File: src/rtl/rtd_cal_pkg.sv
package rtd_cal_pkg;
  typedef enum logic [1:0] {
    CAL_OFF       = 2'b00,
    CAL_RAISE_TGT = 2'b01,
    CAL_LOWER_TGT = 2'b10,
    CAL_LOCKED    = 2'b11
  } cal_status_e;
endpackage

File: src/rtl/rtd_tap_line.sv
module rtd_tap_line #(
  parameter int DATA_W     = 16,
  parameter int NUM_STAGES = 5,
  parameter int PTR_W      = $clog2(NUM_STAGES + 1)
) (
  input  logic              clk,
  input  logic              rst,
  input  logic [PTR_W-1:0]  sel,
  input  logic [DATA_W-1:0] din,
  output logic [DATA_W-1:0] dout
);
  localparam int NREG = NUM_STAGES - 1;

  // Shift registers without reset so they can map to shift-register primitives
  logic [DATA_W-1:0] stage_q [1:NREG];
  logic [DATA_W-1:0] picked;

  generate
    for (genvar k = 1; k <= NREG; k++) begin : g_stage
      if (k == 1) begin : g_first
        always_ff @(posedge clk) stage_q[k] <= din;
      end else begin : g_next
        always_ff @(posedge clk) stage_q[k] <= stage_q[k-1];
      end
    end
  endgenerate

  // sel = 1 takes din directly; sel = k+1 takes the k-th register
  always_comb begin
    picked = din;
    for (int k = 1; k <= NREG; k++) begin
      if (int'(sel) == k + 1) picked = stage_q[k];
    end
  end

  always_ff @(posedge clk) begin
    if (rst) dout <= '0;
    else     dout <= picked;
  end

  a_r2_sel_range: assert property (@(posedge clk) disable iff (rst)
    (int'(sel) >= 1) && (int'(sel) <= NUM_STAGES));
endmodule

File: src/rtl/rtd_settle_timer.sv
module rtd_settle_timer #(
  parameter int SETTLE_W = 8
) (
  input  logic                clk,
  input  logic                rst,
  input  logic                load,
  input  logic [SETTLE_W-1:0] load_val,
  output logic                busy
);
  logic [SETTLE_W-1:0] cnt_q;

  always_ff @(posedge clk) begin
    if (rst)               cnt_q <= '0;
    else if (load)         cnt_q <= load_val;
    else if (cnt_q != '0)  cnt_q <= cnt_q - 1'b1;
  end

  assign busy = (cnt_q != '0);

  a_r8_load_only_when_idle: assert property (@(posedge clk) disable iff (rst)
    busy |-> !load);
endmodule

File: src/rtl/rtd_step_servo.sv
module rtd_step_servo
  import rtd_cal_pkg::*;
#(
  parameter int NUM_STAGES = 5,
  parameter int DELAY_W    = 16,
  parameter int PTR_W      = $clog2(NUM_STAGES + 1)
) (
  input  logic               clk,
  input  logic               rst,
  input  logic               cal_en,
  input  logic [DELAY_W-1:0] target,
  input  logic [DELAY_W-1:0] meas,
  input  logic               meas_valid,
  input  logic               busy,
  output logic               step,
  output logic [PTR_W-1:0]   ptr_q,
  output cal_status_e        status_q
);
  localparam logic [PTR_W-1:0] PTR_MIN    = PTR_W'(1);
  localparam logic [PTR_W-1:0] PTR_MAX    = PTR_W'(NUM_STAGES);
  localparam logic [PTR_W-1:0] PTR_CENTRE = PTR_W'(NUM_STAGES / 2 + 1);

  logic [DELAY_W-1:0] target_q;
  logic               tgt_change;
  logic               accept;
  logic [PTR_W-1:0]   ptr_d;
  cal_status_e        status_d;

  always_ff @(posedge clk) begin
    if (rst) target_q <= '0;
    else     target_q <= target;
  end

  assign tgt_change = (target != target_q);
  assign accept     = cal_en && meas_valid && !busy && !tgt_change;

  always_comb begin
    ptr_d    = ptr_q;
    status_d = status_q;
    step     = 1'b0;
    if (!cal_en || tgt_change) begin
      status_d = CAL_OFF;
    end else if (accept) begin
      if (meas > target) begin
        if (ptr_q > PTR_MIN) begin
          ptr_d    = ptr_q - 1'b1;
          step     = 1'b1;
          status_d = CAL_OFF;
        end else begin
          status_d = CAL_RAISE_TGT;
        end
      end else if (meas < target) begin
        if (ptr_q < PTR_MAX) begin
          ptr_d    = ptr_q + 1'b1;
          step     = 1'b1;
          status_d = CAL_OFF;
        end else begin
          status_d = CAL_LOWER_TGT;
        end
      end else begin
        status_d = CAL_LOCKED;
      end
    end
  end

  always_ff @(posedge clk) begin
    if (rst) begin
      ptr_q    <= PTR_CENTRE;
      status_q <= CAL_OFF;
    end else begin
      ptr_q    <= ptr_d;
      status_q <= status_d;
    end
  end

  // the pointer never moves more than one tap per edge
  a_r3_unit_step: assert property (@(posedge clk) disable iff (rst)
    1'b1 |=> ((ptr_q == $past(ptr_q)) || (ptr_q == $past(ptr_q) + 1'b1) ||
              (ptr_q == $past(ptr_q) - 1'b1)));
  a_r8_settle_hold: assert property (@(posedge clk) disable iff (rst)
    busy |=> $stable(ptr_q));
  a_r10_frozen: assert property (@(posedge clk) disable iff (rst)
    !cal_en |=> ($stable(ptr_q) && (status_q == CAL_OFF)));
  a_r6_raise_at_min: assert property (@(posedge clk) disable iff (rst)
    (status_q == CAL_RAISE_TGT) |-> (ptr_q == PTR_MIN));
  a_r7_lower_at_max: assert property (@(posedge clk) disable iff (rst)
    (status_q == CAL_LOWER_TGT) |-> (ptr_q == PTR_MAX));
  a_r9_target_clear: assert property (@(posedge clk) disable iff (rst)
    tgt_change |=> (status_q == CAL_OFF) && $stable(ptr_q));
endmodule

File: src/rtl/rtd_pipe_calibrator.sv
module rtd_pipe_calibrator
  import rtd_cal_pkg::*;
#(
  parameter int DATA_W     = 16,
  parameter int NUM_STAGES = 5,
  parameter int DELAY_W    = 16,
  parameter int SETTLE_W   = 8,
  parameter int PTR_W      = $clog2(NUM_STAGES + 1)
) (
  input  logic                clk,
  input  logic                rst,
  input  logic                cal_en,
  input  logic [DELAY_W-1:0]  target_rtd,
  input  logic [DELAY_W-1:0]  meas_rtd,
  input  logic                meas_valid,
  input  logic [SETTLE_W-1:0] settle_cycles,
  input  logic [DATA_W-1:0]   din,
  output logic [DATA_W-1:0]   dout,
  output logic [PTR_W-1:0]    ptr,
  output logic [1:0]          status
);
  logic        busy;
  logic        step;
  cal_status_e status_e;

  rtd_step_servo #(
    .NUM_STAGES(NUM_STAGES), .DELAY_W(DELAY_W), .PTR_W(PTR_W)
  ) u_servo (
    .clk(clk), .rst(rst), .cal_en(cal_en), .target(target_rtd),
    .meas(meas_rtd), .meas_valid(meas_valid), .busy(busy),
    .step(step), .ptr_q(ptr), .status_q(status_e)
  );

  rtd_settle_timer #(.SETTLE_W(SETTLE_W)) u_settle (
    .clk(clk), .rst(rst), .load(step), .load_val(settle_cycles), .busy(busy)
  );

  rtd_tap_line #(
    .DATA_W(DATA_W), .NUM_STAGES(NUM_STAGES), .PTR_W(PTR_W)
  ) u_taps (
    .clk(clk), .rst(rst), .sel(ptr), .din(din), .dout(dout)
  );

  assign status = status_e;

  a_r5_lock_holds_ptr: assert property (@(posedge clk) disable iff (rst)
    (status_e == CAL_LOCKED) |-> !busy);
endmodule

File: config.mk
export PLATFORM = sky130hd
export DESIGN_NAME = rtd_pipe_calibrator
export DESIGN_NICKNAME = d
export VERILOG_FILES = /design/src/rtl/rtd_cal_pkg.sv /design/src/rtl/rtd_tap_line.sv /design/src/rtl/rtd_settle_timer.sv /design/src/rtl/rtd_step_servo.sv /design/src/rtl/rtd_pipe_calibrator.sv
export SDC_FILE = /design/constraint.sdc
export NUM_CORES = 1
export LEC_CHECK = 0
export BUFFER_PORTS_ARGS = -buffer_cell sky130_fd_sc_hd__buf_2
export CORE_MARGIN = 2
export CORE_UTILIZATION = 30
export DETAILED_ROUTE_END_ITERATION = 10
export PLACE_DENSITY = 0.58
export SLEW_MARGIN = 20
export SYNTH_ARGS = -nofsm -noshare
export SYNTH_HDL_FRONTEND = slang
export SYNTH_SLANG_ARGS = --single-unit
File: constraint.sdc
create_clock -name clk -period 3.6 [get_ports clk]
set_input_delay 0.18 -clock clk [delete_from_list [all_inputs] [get_ports clk]]
set_output_delay 0.18 -clock clk [all_outputs]
set_load 0.01 [all_outputs]
==> summary.md <==
| Metric | Value |
|---|---|
| DR top layer | `met4` |
| Crit path arrival time | `2.58 ns` |
| Root buf cell | `clkbuf_16` |
| CTS resizes | `0` |
| Met2 wire len | `~4400 microns` |
| Dpl hpwl | `6440 microns` |
| Area share of xor/xnor cells in the synthesized design | `4.20%` |
| Diode count | `0` |
| Setup TNS | `0 ns` |
| Max Slew Vio Count | `0` |
| First-pass GRT wire length | `14700 microns` |
| Total Routing Usage GR | `12.8%` |
| CP max FO | `7` |
| Final RePlAce weighted congestion | `approximately 0.77` |
| # setup viols final | `0` |
| Critical path class | `flop to flop` |
| Hold Path Stages | `2` |
| Simple logic cell fraction of the synthesized area | `between 10% and 20%` |
| Pre-CTS setup slack | `1.16 ns` |
| YS warnings | `0` |
| R2R depth | `8` |
| Total of flip-flops plus latches after synthesis | `109` |
| Syn nets | `510` |
| CTS tree | `built` |
| Initial Util | `30.4%` |
| CTS H-tree depth | `3` |
| Setup crit start kind | `flop` |
| Peak supply drop | `0.000315 V` |
| Routed len/inst | `approximately 13 microns` |
| DR DRC count | `0` |
| Mux contribution to synthesized area | `between 5 and 6%` |
| CP endpoint kind | `flop` |
| Vias in the first global route | `3133` |
| Area growth syn-to-layout | `24.9%` |
| Via Count | `3133` |
| Top post-synthesis cells by area | `dfxtp_1 (52%), ha_1 (6.9%), nor2_1 (4.9%)` |
| Post-CTS setup buffers | `0` |
| Total Wirelength | `8980 microns` |
| Crit-path slowest cell | `or3b_1` |
| Worst slew margin | `37.9%` |
| Maxcap violations | `0` |
| DRT Pass-1 Iters | `4` |
| CP cell instances | `inv_1 > ha_1 > nand2_1 > or2_4 > nor4_4 > nand3_2 > or3b_1 > a211oi_1` |
| Std-Cell Rows | `43` |
| Register area share after synthesis | `between 50% and 60%` |
| Vias/cell | `~4.5` |
| Post-synth EDFFs | `0` |
| Least-Margin Pin Slew | `0.929 ns` |
| First DRT Iteration DRCs | `117` |
| Post-synthesis compound-gate area fraction | `between 10 and 15%` |
| Largest family of logic cells by synthesized area | `simple AND/OR/NAND/NOR gates` |
| Final period util | `between 60% and 70%` |
| Top-count cell post-synth | `dfxtp_1` |
| Fin worst setup slack | `roughly 1.3 ns` |
| Routed wl met3 | `458 microns` |
| Share of layout cells above drive strength 1 | `21.4%` |
| Worst EP required | `3.86 ns` |
| Die area | `roughly 15000 sq um` |
| CP max stage delay | `0.41 ns` |
| Clock Path Buffers | `2` |
| WL met1 | `3990 microns` |
| Post-Syn Instances | `427` |
| Boundary Pins | `81` |
| Clock latency on the worst-skew pair | `~0.35 ns` |
| Post-synth top flop | `dfxtp_1` |
| Nets | `around 600` |
| Port Buffers | `80` |
| Synth area leader | `dfxtp_1` |
| Asr flop ratio synth | `0%` |
| Fmax achieved | `430 MHz` |
| Post-route cell area | `about 5200 sq um` |
| Post-route ant nets | `0` |
| Leak pwr | `2.24 nW` |
| GR Overflow Total | `0` |
| Final hold violation count | `0` |
| CTS Sinks | `109` |
| Syn Std Cell Area | `roughly 4200 sq um` |
| Largest net degree at the start of global routing | `between 40 and 50` |
| Hold Crit Class | `input port to flop` |
| Clock-pin slew on the worst setup and hold paths | `approximately 0.07 ns` |
| Synth Area per Inst | `9.77 sq um` |
| RSZ-0062 raised after global routing | `no` |
| Num CTS Buffers | `9` |
| Die W | `122 microns` |
| Adder-cell share of the synthesized area | `6.90%` |
| Cell variety after synth | `52` |
| Synth top cells by count | `dfxtp_1 (109), nor2_1 (55), nand2_1 (35)` |
| Initial antenna violation count | `0` |
| Area after DPL | `4750 sq um` |
| Chip Height | `122 microns` |
| Top-area cell type share of the netlist area | `a little over half` |
| PwrDens | `523 nW/um^2` |
| Core Footprint | `13700 sq um` |
| Status | `completed` |
| Clock skew | `0.00661 ns` |
| Util after Layout | `38.0%` |
| Min Tclk post-route | `2.33 ns` |
## cell type report
| type | count | area [sq um] |
|---|---|---|
| Multi-Input combinational cell | 274 | 1820 |
| Timing Repair Buffer | 99 | 583 |
| Sequential cell | 109 | 2180 |
| Clock inverter | 6 | 61.3 |
| Fill cell | 1394 | 8510 |
| Tap cell | 180 | 225 |
| Clock buffer | 10 | 239 |
| Inverter | 26 | 97.6 |
## timing repair
| action | in CTS | in global routing |
|---|---|---|
| endpoints found under the setup margin | 0 | 0 |
| endpoints found under the hold margin | 16 | 0 |
| hold buffers | 16 | 0 |
## flip-flops by register name (all words and copies together), names as in the netlist
register / flops
u_servo.status_q: 2
u_servo.target_q: 16
u_servo.ptr_q: 3
u_taps.stage_q: 64
u_taps.dout: 16
u_settle.cnt_q: 8
## final timing paths
path | startpoint | endpoint | slack [ns]
hold reg to reg | u_taps.stage_q[0][39] | u_taps.stage_q[0][55] | 0.35
setup reg to reg | u_settle.cnt_q[1] | u_servo.status_q[0] | 1.27
hold / removal | settle_cycles[4] | u_settle.cnt_q[4] | 0.04
setup / recovery | u_settle.cnt_q[1] | u_servo.status_q[0] | 1.27
## kinds of logic (layout without fill, tap and decap cells)
| group | Yosys count | after routing |
|---|---|---|
| buf+inv | 44 | 141 |
| xor+xnor | 20 | 20 |
| mux | 21 | 21 |
| simple gates | 129 | 129 |
| flops | 109 | 109 |
| compound gates | 81 | 81 |
| fa+ha+maj | 23 | 23 |
## where the power goes
| part | switching, W | total (W) | leakage [nW] | internal (W) |
|---|---|---|---|---|
| clock | 0.000482 | 0.000993 | 0.147 | 0.000511 |
| sequential | 0.0000507 | 0.00134 | 0.913 | 0.00129 |
| combinational | 0.000198 | 0.000391 | 1.18 | 0.000193 |
## worst max-delay path: cells and delay by family (launching register included)
kind                       cells  cell delay, ns
buffers and inverters          1            0.09
and+or+nand+nor                5            1.36
adders and majority gates      1            0.19
AOI/OAI and AO/OA              1            0.25
DFF                            1            0.34
## per-stage QoR
step	instances	power [W]	hold slack, ns
global route	704	0.00287	0.0507
CTS	704	0.00277	0.0237
detailed placement	672	0.00175	0.299
floorplan	427	0.00164	0.208
global placement	672	0.00173	0.297
finish	704	0.00273	0.0447
## metal layers
layer  GRT usage [%]  up-vias
met1            14.7     1415
met4            3.95        0
li1                -     1642
met3            4.03       11
met2            22.5       65
met5               0        -
## layout by cell type, fill, tap and decap left out, types with 16 or more instances in the layout
master,synthesis,final
nor2_1,55,55
dlygate4sd3_1,0,16
o21ai_0,22,22
mux2i_1,19,19
inv_1,25,25
nand2_1,35,35
o211ai_1,17,17
a21oi_1,23,23
xnor2_1,19,19
dfxtp_1,109,109
ha_1,23,23
buf_2,3,80
Power figures use the tool's default switching activity.
